[config.mk]
export PLATFORM = sky130hd
export DESIGN_NAME = gpio_edge_irq_ctrl
export DESIGN_NICKNAME = d
export VERILOG_FILES = /design/src/rtl/gpio_edge_pkg.sv /design/src/rtl/gpio_pin_sync.sv /design/src/rtl/gpio_pad_cfg.sv /design/src/rtl/gpio_irq_unit.sv /design/src/rtl/gpio_edge_irq_ctrl.sv
export SDC_FILE = /design/constraint.sdc
export NUM_CORES = 1
export LEC_CHECK = 0
export CAP_MARGIN = 5
export CORE_UTILIZATION = 34
export CTS_CLUSTER_DIAMETER = 40
export CTS_CLUSTER_SIZE = 12
export DETAILED_ROUTE_END_ITERATION = 8
export GPL_TIMING_DRIVEN = 0
export MAX_ROUTING_LAYER = met4
export PLACE_DENSITY = 0.58
export RECOVER_POWER = 50
export SKIP_CTS_REPAIR_TIMING = 1
export SLEW_MARGIN = 20
export SYNTH_ARGS = -nofsm -noshare
export SYNTH_HDL_FRONTEND = slang
export SYNTH_SLANG_ARGS = --single-unit
[constraint.sdc]
create_clock -name clk -period 13.8 [get_ports clk]
set_clock_uncertainty 0.1 [all_clocks]
set_input_delay 4.14 -clock clk [delete_from_list [all_inputs] [get_ports clk]]
set_output_delay 4.14 -clock clk [all_outputs]
set_load 0.005 [all_outputs]
[src/rtl/gpio_edge_pkg.sv]
package gpio_edge_pkg;

  typedef enum logic [1:0] {
    EDGE_OFF  = 2'b00,
    EDGE_FALL = 2'b01,
    EDGE_RISE = 2'b10,
    EDGE_ANY  = 2'b11
  } edge_sel_e;

  // Field order follows the pad-control byte, bit 5 down to bit 0.
  typedef struct packed {
    logic dir_out;
    logic push_pull;
    logic pull_en;
    logic pull_weak;
    logic pull_up;
    logic level;
  } pad_cfg_t;

  function automatic logic edge_seen(edge_sel_e sel, logic now_lvl, logic old_lvl);
    logic r;
    unique case (sel)
      EDGE_FALL: r = old_lvl & ~now_lvl;
      EDGE_RISE: r = ~old_lvl & now_lvl;
      EDGE_ANY:  r = old_lvl ^ now_lvl;
      default:   r = 1'b0;
    endcase
    return r;
  endfunction

endpackage

[src/rtl/gpio_pin_sync.sv]
module gpio_pin_sync #(
  parameter int WIDTH = 13
) (
  input  logic             clk,
  input  logic             rst_n,
  input  logic [WIDTH-1:0] pin_async,
  output logic [WIDTH-1:0] lvl,
  output logic [WIDTH-1:0] lvl_prev
);

  logic [WIDTH-1:0] meta_q, sync_q, prev_q;

  always_ff @(posedge clk or negedge rst_n) begin
    if (!rst_n) begin
      meta_q <= '0;
      sync_q <= '0;
      prev_q <= '0;
    end else begin
      meta_q <= pin_async;
      sync_q <= meta_q;
      prev_q <= sync_q;
    end
  end

  assign lvl      = sync_q;
  assign lvl_prev = prev_q;

endmodule

[src/rtl/gpio_pad_cfg.sv]
module gpio_pad_cfg
  import gpio_edge_pkg::*;
#(
  parameter int NUM_PINS = 13
) (
  input  logic                         clk,
  input  logic                         rst_n,
  input  logic [NUM_PINS-1:0]          cfg_we,
  input  logic [NUM_PINS-1:0]          sel_we,
  input  logic [7:0]                   wdata,
  output pad_cfg_t  [NUM_PINS-1:0]     cfg_q,
  output edge_sel_e [NUM_PINS-1:0]     sel_q,
  output logic [NUM_PINS-1:0]          pin_out,
  output logic [NUM_PINS-1:0]          pin_oe,
  output logic [NUM_PINS-1:0]          pull_en,
  output logic [NUM_PINS-1:0]          pull_up,
  output logic [NUM_PINS-1:0]          pull_weak
);

  localparam int CFG_W = $bits(pad_cfg_t);

  pad_cfg_t  [NUM_PINS-1:0] cfg_d;
  edge_sel_e [NUM_PINS-1:0] sel_d;

  always_comb begin
    for (int i = 0; i < NUM_PINS; i++) begin
      cfg_d[i] = cfg_we[i] ? pad_cfg_t'(wdata[CFG_W-1:0]) : cfg_q[i];
      sel_d[i] = sel_we[i] ? edge_sel_e'(wdata[2:1]) : sel_q[i];
    end
  end

  always_ff @(posedge clk or negedge rst_n) begin
    if (!rst_n) begin
      for (int i = 0; i < NUM_PINS; i++) begin
        cfg_q[i] <= '0;
        sel_q[i] <= EDGE_OFF;
      end
    end else begin
      cfg_q <= cfg_d;
      sel_q <= sel_d;
    end
  end

  // Pad drive: open-drain only pulls low, push-pull drives both ways.
  always_comb begin
    for (int i = 0; i < NUM_PINS; i++) begin
      pin_oe[i]    = cfg_q[i].dir_out & (cfg_q[i].push_pull | ~cfg_q[i].level);
      pin_out[i]   = cfg_q[i].dir_out & cfg_q[i].push_pull & cfg_q[i].level;
      pull_en[i]   = cfg_q[i].pull_en;
      pull_up[i]   = cfg_q[i].pull_up;
      pull_weak[i] = cfg_q[i].pull_weak;
    end
  end

endmodule

[src/rtl/gpio_irq_unit.sv]
module gpio_irq_unit
  import gpio_edge_pkg::*;
#(
  parameter int NUM_PINS = 13
) (
  input  logic                     clk,
  input  logic                     rst_n,
  input  logic [NUM_PINS-1:0]      lvl,
  input  logic [NUM_PINS-1:0]      lvl_prev,
  input  edge_sel_e [NUM_PINS-1:0] sel_q,
  input  logic [NUM_PINS-1:0]      clr,
  input  logic [NUM_PINS-1:0]      mask_we,
  input  logic [NUM_PINS-1:0]      mask_wdata,
  output logic [NUM_PINS-1:0]      status_q,
  output logic [NUM_PINS-1:0]      mask_q,
  output logic [NUM_PINS-1:0]      hit,
  output logic                     irq
);

  logic [NUM_PINS-1:0] status_d, mask_d;
  logic                irq_d, irq_q;

  always_comb begin
    for (int i = 0; i < NUM_PINS; i++) begin
      hit[i] = edge_seen(sel_q[i], lvl[i], lvl_prev[i]);
    end
    // A fresh event outranks a clear of the same bit.
    status_d = (status_q & ~clr) | hit;
    mask_d   = (mask_q & ~mask_we) | (mask_wdata & mask_we);
    irq_d    = |(status_q & ~mask_q);
  end

  always_ff @(posedge clk or negedge rst_n) begin
    if (!rst_n) begin
      status_q <= '0;
      mask_q   <= '1;
      irq_q    <= 1'b0;
    end else begin
      status_q <= status_d;
      mask_q   <= mask_d;
      irq_q    <= irq_d;
    end
  end

  assign irq = irq_q;

endmodule

[src/rtl/gpio_edge_irq_ctrl.sv]
module gpio_edge_irq_ctrl
  import gpio_edge_pkg::*;
#(
  parameter int          NUM_PINS  = 13,
  parameter int          GRP0_PINS = 7,
  parameter int          ADDR_W    = 16,
  parameter int unsigned OUT_BASE  = 32'h4E44,
  parameter int unsigned IN_BASE   = 32'h4E51,
  parameter int unsigned STAT_BASE = 32'h4E0B,
  parameter int unsigned MASK_BASE = 32'h4E19
) (
  input  logic                clk,
  input  logic                rst_n,
  input  logic [ADDR_W-1:0]   reg_addr,
  input  logic                reg_wr,
  input  logic [7:0]          reg_wdata,
  output logic [7:0]          reg_rdata,
  input  logic [NUM_PINS-1:0] pin_in,
  output logic [NUM_PINS-1:0] pin_out,
  output logic [NUM_PINS-1:0] pin_oe,
  output logic [NUM_PINS-1:0] pull_en,
  output logic [NUM_PINS-1:0] pull_up,
  output logic [NUM_PINS-1:0] pull_weak,
  output logic                irq
);

  localparam int GRP1_PINS = NUM_PINS - GRP0_PINS;

  logic [NUM_PINS-1:0]      lvl, lvl_prev;
  logic [NUM_PINS-1:0]      cfg_we, sel_we, clr_vec, mask_we, mask_wdata;
  logic [NUM_PINS-1:0]      st_vec, mk_vec, hit_vec;
  pad_cfg_t  [NUM_PINS-1:0] cfg_q;
  edge_sel_e [NUM_PINS-1:0] sel_q;
  logic [7:0]               st_g0, st_g1, mk_g0, mk_g1;

  gpio_pin_sync #(.WIDTH(NUM_PINS)) u_sync (
    .clk      (clk),
    .rst_n    (rst_n),
    .pin_async(pin_in),
    .lvl      (lvl),
    .lvl_prev (lvl_prev)
  );

  gpio_pad_cfg #(.NUM_PINS(NUM_PINS)) u_cfg (
    .clk      (clk),
    .rst_n    (rst_n),
    .cfg_we   (cfg_we),
    .sel_we   (sel_we),
    .wdata    (reg_wdata),
    .cfg_q    (cfg_q),
    .sel_q    (sel_q),
    .pin_out  (pin_out),
    .pin_oe   (pin_oe),
    .pull_en  (pull_en),
    .pull_up  (pull_up),
    .pull_weak(pull_weak)
  );

  gpio_irq_unit #(.NUM_PINS(NUM_PINS)) u_irq (
    .clk       (clk),
    .rst_n     (rst_n),
    .lvl       (lvl),
    .lvl_prev  (lvl_prev),
    .sel_q     (sel_q),
    .clr       (clr_vec),
    .mask_we   (mask_we),
    .mask_wdata(mask_wdata),
    .status_q  (st_vec),
    .mask_q    (mk_vec),
    .hit       (hit_vec),
    .irq       (irq)
  );

  // Per-pin write decode and group bit placement.
  for (genvar i = 0; i < NUM_PINS; i++) begin : g_pin
    localparam int GRP = (i < GRP0_PINS) ? 0 : 1;
    localparam int BIT = (i < GRP0_PINS) ? i : i - GRP0_PINS;

    assign cfg_we[i]     = reg_wr && (reg_addr == ADDR_W'(OUT_BASE + i));
    assign sel_we[i]     = reg_wr && (reg_addr == ADDR_W'(IN_BASE + i));
    assign clr_vec[i]    = reg_wr && (reg_addr == ADDR_W'(STAT_BASE + GRP)) && reg_wdata[BIT];
    assign mask_we[i]    = reg_wr && (reg_addr == ADDR_W'(MASK_BASE + GRP));
    assign mask_wdata[i] = reg_wdata[BIT];

    if (GRP == 0) begin : g_grp0
      assign st_g0[BIT] = st_vec[i];
      assign mk_g0[BIT] = mk_vec[i];
    end else begin : g_grp1
      assign st_g1[BIT] = st_vec[i];
      assign mk_g1[BIT] = mk_vec[i];
    end
  end

  if (GRP0_PINS < 8) begin : g_pad0
    assign st_g0[7:GRP0_PINS] = '0;
    assign mk_g0[7:GRP0_PINS] = '0;
  end
  if (GRP1_PINS < 8) begin : g_pad1
    assign st_g1[7:GRP1_PINS] = '0;
    assign mk_g1[7:GRP1_PINS] = '0;
  end

  // Read mux: unmapped addresses fall through to zero.
  always_comb begin
    reg_rdata = 8'h00;
    for (int i = 0; i < NUM_PINS; i++) begin
      if (reg_addr == ADDR_W'(OUT_BASE + i)) reg_rdata = {2'b00, cfg_q[i]};
      if (reg_addr == ADDR_W'(IN_BASE + i))  reg_rdata = {5'b00000, sel_q[i], lvl[i]};
    end
    if (reg_addr == ADDR_W'(STAT_BASE))     reg_rdata = st_g0;
    if (reg_addr == ADDR_W'(STAT_BASE + 1)) reg_rdata = st_g1;
    if (reg_addr == ADDR_W'(MASK_BASE))     reg_rdata = mk_g0;
    if (reg_addr == ADDR_W'(MASK_BASE + 1)) reg_rdata = mk_g1;
  end

endmodule

==> results of run 1 <==
==> cell usage in the layout (no fill, tap or decap), types with 6 or more instances in the layout <==
master,synthesis,layout
inv_1,67,67
a221oi_1,7,7
nand2b_1,6,6
nor3_1,28,27
o22ai_1,14,14
and3_1,13,13
nor4_1,11,11
ha_1,26,26
a21oi_1,22,22
mux2i_1,13,13
nand4_1,7,7
clkbuf_16,0,17
a221o_1,14,14
mux2_2,117,117
or3_1,6,6
o21ai_0,15,15
nor2_1,41,41
dfrtp_1,157,157
buf_4,43,43
nand2_1,70,70
nand3_1,25,25
clkdlybuf4s50_1,0,91
a22oi_1,18,18
dfstp_2,13,12
clkbuf_1,22,25
dlygate4sd3_1,0,13
a21boi_0,13,13
==> state kept, by name, summed over array words and instances, names as in the netlist, named ones only <==
register and cells:
u_sync.lvl_prev 13, u_cfg.sel_q 26, u_sync.meta_q 13, u_cfg.cfg_q 78, u_sync.lvl 13, u_irq.irq 1
u_irq.status_q 13
==> through the flow <==
step / std cells / hold slack [ns]
2_1_floorplan: 840 / 0.231
3_5_place_dp: 1281 / 0.235
3_3_place_gp: 1280 / 0.234
6_report: 1313 / 0.250
5_1_grt: 1313 / 0.255
4_1_cts: 1313 / 0.251
==> worst min path at each step <==
| stage | start | slack (ns) | to |
|---|---|---|---|
| global route | u_sync.meta_q[12] | 0.25 | u_sync.lvl[12] |
| CTS | u_sync.meta_q[7] | 0.25 | u_sync.lvl[7] |
| detailed placement | u_sync.meta_q[7] | 0.23 | u_sync.lvl[7] |
| floorplan | u_sync.meta_q[0] | 0.23 | u_sync.lvl[0] |
| global placement | u_sync.meta_q[11] | 0.23 | u_sync.lvl[11] |
| finish | u_sync.meta_q[7] | 0.25 | u_sync.lvl[7] |
==> final cells by class <==
type / count / area share (%)
clock buffer: 20 / 4.12
timing repair buffer: 106 / 9.45
sequential: 170 / 38.5
tap: 335 / 3.78
multi-input combinational: 531 / 36.4
buffer: 72 / 4.07
clock inverter: 12 / 1.44
inverter: 67 / 2.27
==> power by group <==
group / internal, mW / switching (mW) / total (mW)
clock network: 0.297 / 0.209 / 0.506
logic: 0.0164 / 0.0388 / 0.0552
registers: 0.505 / 0.00456 / 0.509
total: 0.818 / 0.253 / 1.07
==> Yosys cell counts (5+ instances only) <==
cell and count:
nor2_1 41, mux2i_1 13, nand4_1 7, clkbuf_1 22
dfstp_2 13, a221o_1 14, and3_1 13, nor4_1 11
ha_1 26, a221oi_1 7, buf_4 43, o22ai_1 14
a22oi_1 18, dfrtp_1 157, nor3_1 28, a21boi_0 13
nor2b_1 5, nand2_1 70, or3_1 6, mux2_2 117
o21ai_0 15, inv_1 67, a21oi_1 22, nand2b_1 6
nand3_1 25
==> per-layer routing <==
layer	part of all wire [%]	track usage, %
met5	0	-
met4	1.9	6.38
met3	5.9	3.64
met2	48	37.7
met1	45	31.4
==> logic make-up (layout without fill, tap and decap cells) <==
family                   Yosys count  count (layout)
other                              1               1
AND/OR/NAND/NOR                  235             235
adder cells (fa/ha/maj)           26              26
flip-flops                       170             170
AO/OA/AOI/OAI                    139             139
buffers and inverters            139             277
multiplexers                     130             130
==> impl_metrics.ini, run 1 <==
[status]
status = complete, but fails checks
violations = capacitance limit, slew limit

[critical_path]
crit_required_ns = 9.56
crit_path_cell_trace = clkdlybuf4s50_1, and4b_1, buf_2, nand2_1, clkbuf_1, nor2_1, a222oi_1, nand3_1, nor3_1, a21oi_1, a221o_1, clkdlybuf4s50_1
critical_path_class = primary input to primary output
path_depth = 12
timing.critical_path.buf_inv = 4
endpoint_kind = primary output
crit_path_end = reg_rdata[4]
cp_slowest_cell = a222oi_1
crit_family = buffers and inverters
path_common_cell = clkdlybuf4s50_1
worstPathMaxFanout = 10
cp.arrival_ns = 8.22
worstSetupStartpoint = reg_addr[8]
startpoint_type = primary input
slowest_delay_ns = 0.67
reg2reg_depth = 4
r2r_end = u_irq.status_q[12]
r2r_slack_ns = 12.36
r2r_start = u_sync.lvl[12]

[pwr]
ir_drop_mv = 0.0660
leakage_nw = 5.00
p_total_mw = 1.07
powerDensity_nw_per_um2 = 96.5

[min_path]
min_path_type = flop to flop
min_path_cells = 0

[drt]
ant_nets = 0
wl_mm = 30.0
drc = 0
viasPerCell = 5.50
vias = 7217
wl_per_cell_um = 22.9
dr.pass1.iters = 7
drtIter0Drc = 676

[synth]
muxShareOfSynthArea_pct = 16.1
netlist_area_um2 = 8990
avgSynthCellArea_um2 = 10.7
synth_top_area_share_pct = 43.7
synthTopCellsByArea = dfrtp_1 (44%), mux2_2 (15%), dfstp_2 (3.8%), ha_1 (3.6%), buf_4 (3.6%)
syn_inst = 840
synth_top_area_cell = dfrtp_1
synth-edff-count = 0
synth-simple-area-share_pct = 13.5
ys_seq_area_share_pct = 47.5
synth-adder-area-share_pct = 3.62
synth_flop_cell = dfrtp_1
synthXorXnorAreaFrac_pct = 0
synth_top_family_by_area = multiplexers
synth_fp_nets = 906
synth-seq-cells = 170
synth-compound-area-share_pct = 11.4
synthArstFlopShare_pct = 100
synth_warnings = 0
synth_cell_type_count = 63

[clocking]
cts_max_path_buffers = 2
root_buffer = clkbuf_16
clk_pin_slew_worst_paths_ns = 0.07
clk_latency_ns = 0.43
numCtsBuffers = 17
cts_sinks = 170
h-tree-depth = 4
cts_tree = done

[floorplan]
die_w_um = 165
start_util_pct = 34.6
die-height_um = 165
pin_count = 114
rows = 59
die_area_um2 = 27100
fp.coreArea_um2 = 26000

[global_routing]
grt_usage_pct = 23.7
grt_pass1_vias = 7051
grt_overflow = 0
grt_antenna_before_repair = 0
grt_max_degree = 94
grt_pass1_wl_mm = 44.7

[placed_design]
gp_congestion = 0.948
place_worst_setup_slack_ns = 1.22
port_buffers = 105
place_area_um2 = 10500
dp.final_hpwl_mm = 22.7

[sta]
setup_viol = 0
layout_setup_ws_ns = 1.34
fmax_mhz = 80.2
rsz0062_at_grt = no
min_period_ns = 12.46
finalHoldViolations = 0
final.setup.tns_ns = 0
slew_violations = 173
period_share_pct = 90.3
max_slew_margin_pct = -221
tightest_slew_ns = 4.82

[final_layout]
area_growth_syn_to_layout_pct = 23.4
drive_above_1_share_pct = 22.9
regArea_um2 = 4270
fillers = 2513
diodes = 0
multiInputGateArea_um2 = 4030
fin_util_pct = 42.7
num-nets-final = 1031
design_area_um2 = 11100

[run]
maxCapViolations = 2
Note: power is estimated with default switching activity, not from simulation.
==> inputs of run 2 (changes only) <==
--- a/config.mk
+++ b/config.mk
@@ -10,9 +10,10 @@
 export CTS_CLUSTER_DIAMETER = 40
 export CTS_CLUSTER_SIZE = 12
 export DETAILED_ROUTE_END_ITERATION = 8
+export GPL_ROUTABILITY_DRIVEN = 0
 export GPL_TIMING_DRIVEN = 0
 export MAX_ROUTING_LAYER = met4
-export PLACE_DENSITY = 0.58
+export PLACE_DENSITY_LB_ADDON = 0.12
 export RECOVER_POWER = 50
 export SKIP_CTS_REPAIR_TIMING = 1
 export SLEW_MARGIN = 20
==> impl_metrics.ini, run 2 (synthesis results as in run 1) <==
[sta]
slew_violations = 173
period_share_pct = 91.5
setup_viol = 0
fmax_mhz = 79.2
timing.hold.ws_ns = 0.248
min_period_ns = 12.62
final.setup.tns_ns = 0
rsz0062_at_grt = no
tightest_slew_ns = 4.62
finalHoldViolations = 0
max_slew_margin_pct = -208

[floorplan]
rows = 59
pin_count = 114
die-height_um = 165
die_area_um2 = 27100
die_w_um = 165
fp.coreArea_um2 = 26000
start_util_pct = 34.6

[min_path]
min_path_type = flop to flop
min_path_cells = 0
min-delay-start = u_sync.meta_q[7]
min_to = u_sync.lvl[7]

[global_routing]
grt_overflow = 0
grt_pass1_wl_mm = 43.9
grt_antenna_before_repair = 0
grt_usage_pct = 23.3
grt_max_degree = 88
grt_pass1_vias = 6792

[drt]
wl_mm = 30.1
viasPerCell = 5.48
dr.pass1.iters = 6
drtIter0Drc = 609
wl_per_cell_um = 22.9
drc = 0
vias = 7189
ant_nets = 0

[clocking]
clk_latency_ns = 0.44
cts_max_path_buffers = 2
clk_pin_slew_worst_paths_ns = 0.06
h-tree-depth = 4
numCtsBuffers = 17
root_buffer = clkbuf_16
cts_sinks = 170
cts_tree = done

[placed_design]
dp.final_hpwl_mm = 22.5
port_buffers = 105
dp_cells = 1281
place_area_um2 = 10500

[critical_path]
worstPathMaxFanout = 10
worstSetupStartpoint = reg_addr[4]
startpoint_type = primary input
reg2reg_depth = 4
r2r_end = u_irq.status_q[2]
critical_path_class = primary input to primary output
endpoint_kind = primary output
r2r_slack_ns = 12.36
crit_required_ns = 9.56
r2r_start = u_sync.lvl[2]
cp.arrival_ns = 8.38

[final_layout]
regMostFlops = u_cfg.cfg_q
area_growth_syn_to_layout_pct = 22.5
drive_above_1_share_pct = 22.6
final_cells = 1313
largest_reg_flops = 78
diodes = 0
num-nets-final = 1031
layout_common_cells = dfrtp_1 (157), mux2_2 (117), clkdlybuf4s50_1 (91)
top_regs = u_cfg.cfg_q (78), u_cfg.sel_q (26)
final_common_cell = dfrtp_1
design_area_um2 = 11000

[pwr]
ir_drop_mv = 0.0671
powerDensity_nw_per_um2 = 93.0
leakage_nw = 4.94
p_total_mw = 1.02

[status]
violations = capacitance limit, slew limit
status = complete, but fails checks

[run]
maxCapViolations = 2
[run 2: metal layers]
metal	share of wire, %	GRT usage (%)	up-vias
met1	45	30.3	3661
met3	4.7	4.04	42
met5	0	-	-
met4	2.2	7.21	0
li1	-	-	3235
met2	48	37.0	251
[run 2: worst max-delay path by stage]
| stage | to | slack, ns | depth (start not counted) |
|---|---|---|---|
| 6_report | reg_rdata[5] | 1.18 | 11 |
| 5_1_grt | u_cfg.cfg_q[30] | 0.69 | 2 |
| 4_1_cts | reg_rdata[0] | 1.32 | 11 |
| 3_5_place_dp | reg_rdata[0] | 1.32 | 11 |
| 3_3_place_gp | u_cfg.cfg_q[64] | 1.14 | 1 |
| 2_1_floorplan | reg_rdata[0] | 3.26 | 9 |
[run 2: metrics by stage]
step	worst slack [ns]	util [%]
global route	0.691	42.4
detailed placement	1.32	40.4
floorplan	3.26	-
finish	1.18	42.4
CTS	1.32	42.5
global placement	1.14	40.2
[run 2: power by group]
part	total (mW)	internal [mW]	switching [mW]	leakage (nW)
sequential	0.509	0.505	0.00452	2.24
clock	0.460	0.250	0.210	0.257
combinational	0.0541	0.0162	0.0379	2.45
total	1.02	0.771	0.252	4.94
[run 2: cell type report]
class                      instances  area [µm²]
fill                            2596       15000
inverter                          67         251
sequential                       170        4270
clock buffer                      20         437
tap                              335         419
timing repair buffer             106        1050
multi-input combinational        531        4010
clock inverter                    12         118
buffer                            72         452
[run 2: worst max-delay path: stages]
cell and delay [ns]:
clkdlybuf4s50_1 0.51, nor4b_1 0.96, nand4_1 0.45, clkbuf_1 0.32
nor2_1 0.54, a22o_1 0.26, a221oi_1 0.06, nand4_1 0.21
o22ai_1 0.14, a22oi_1 0.23, clkdlybuf4s50_1 0.55
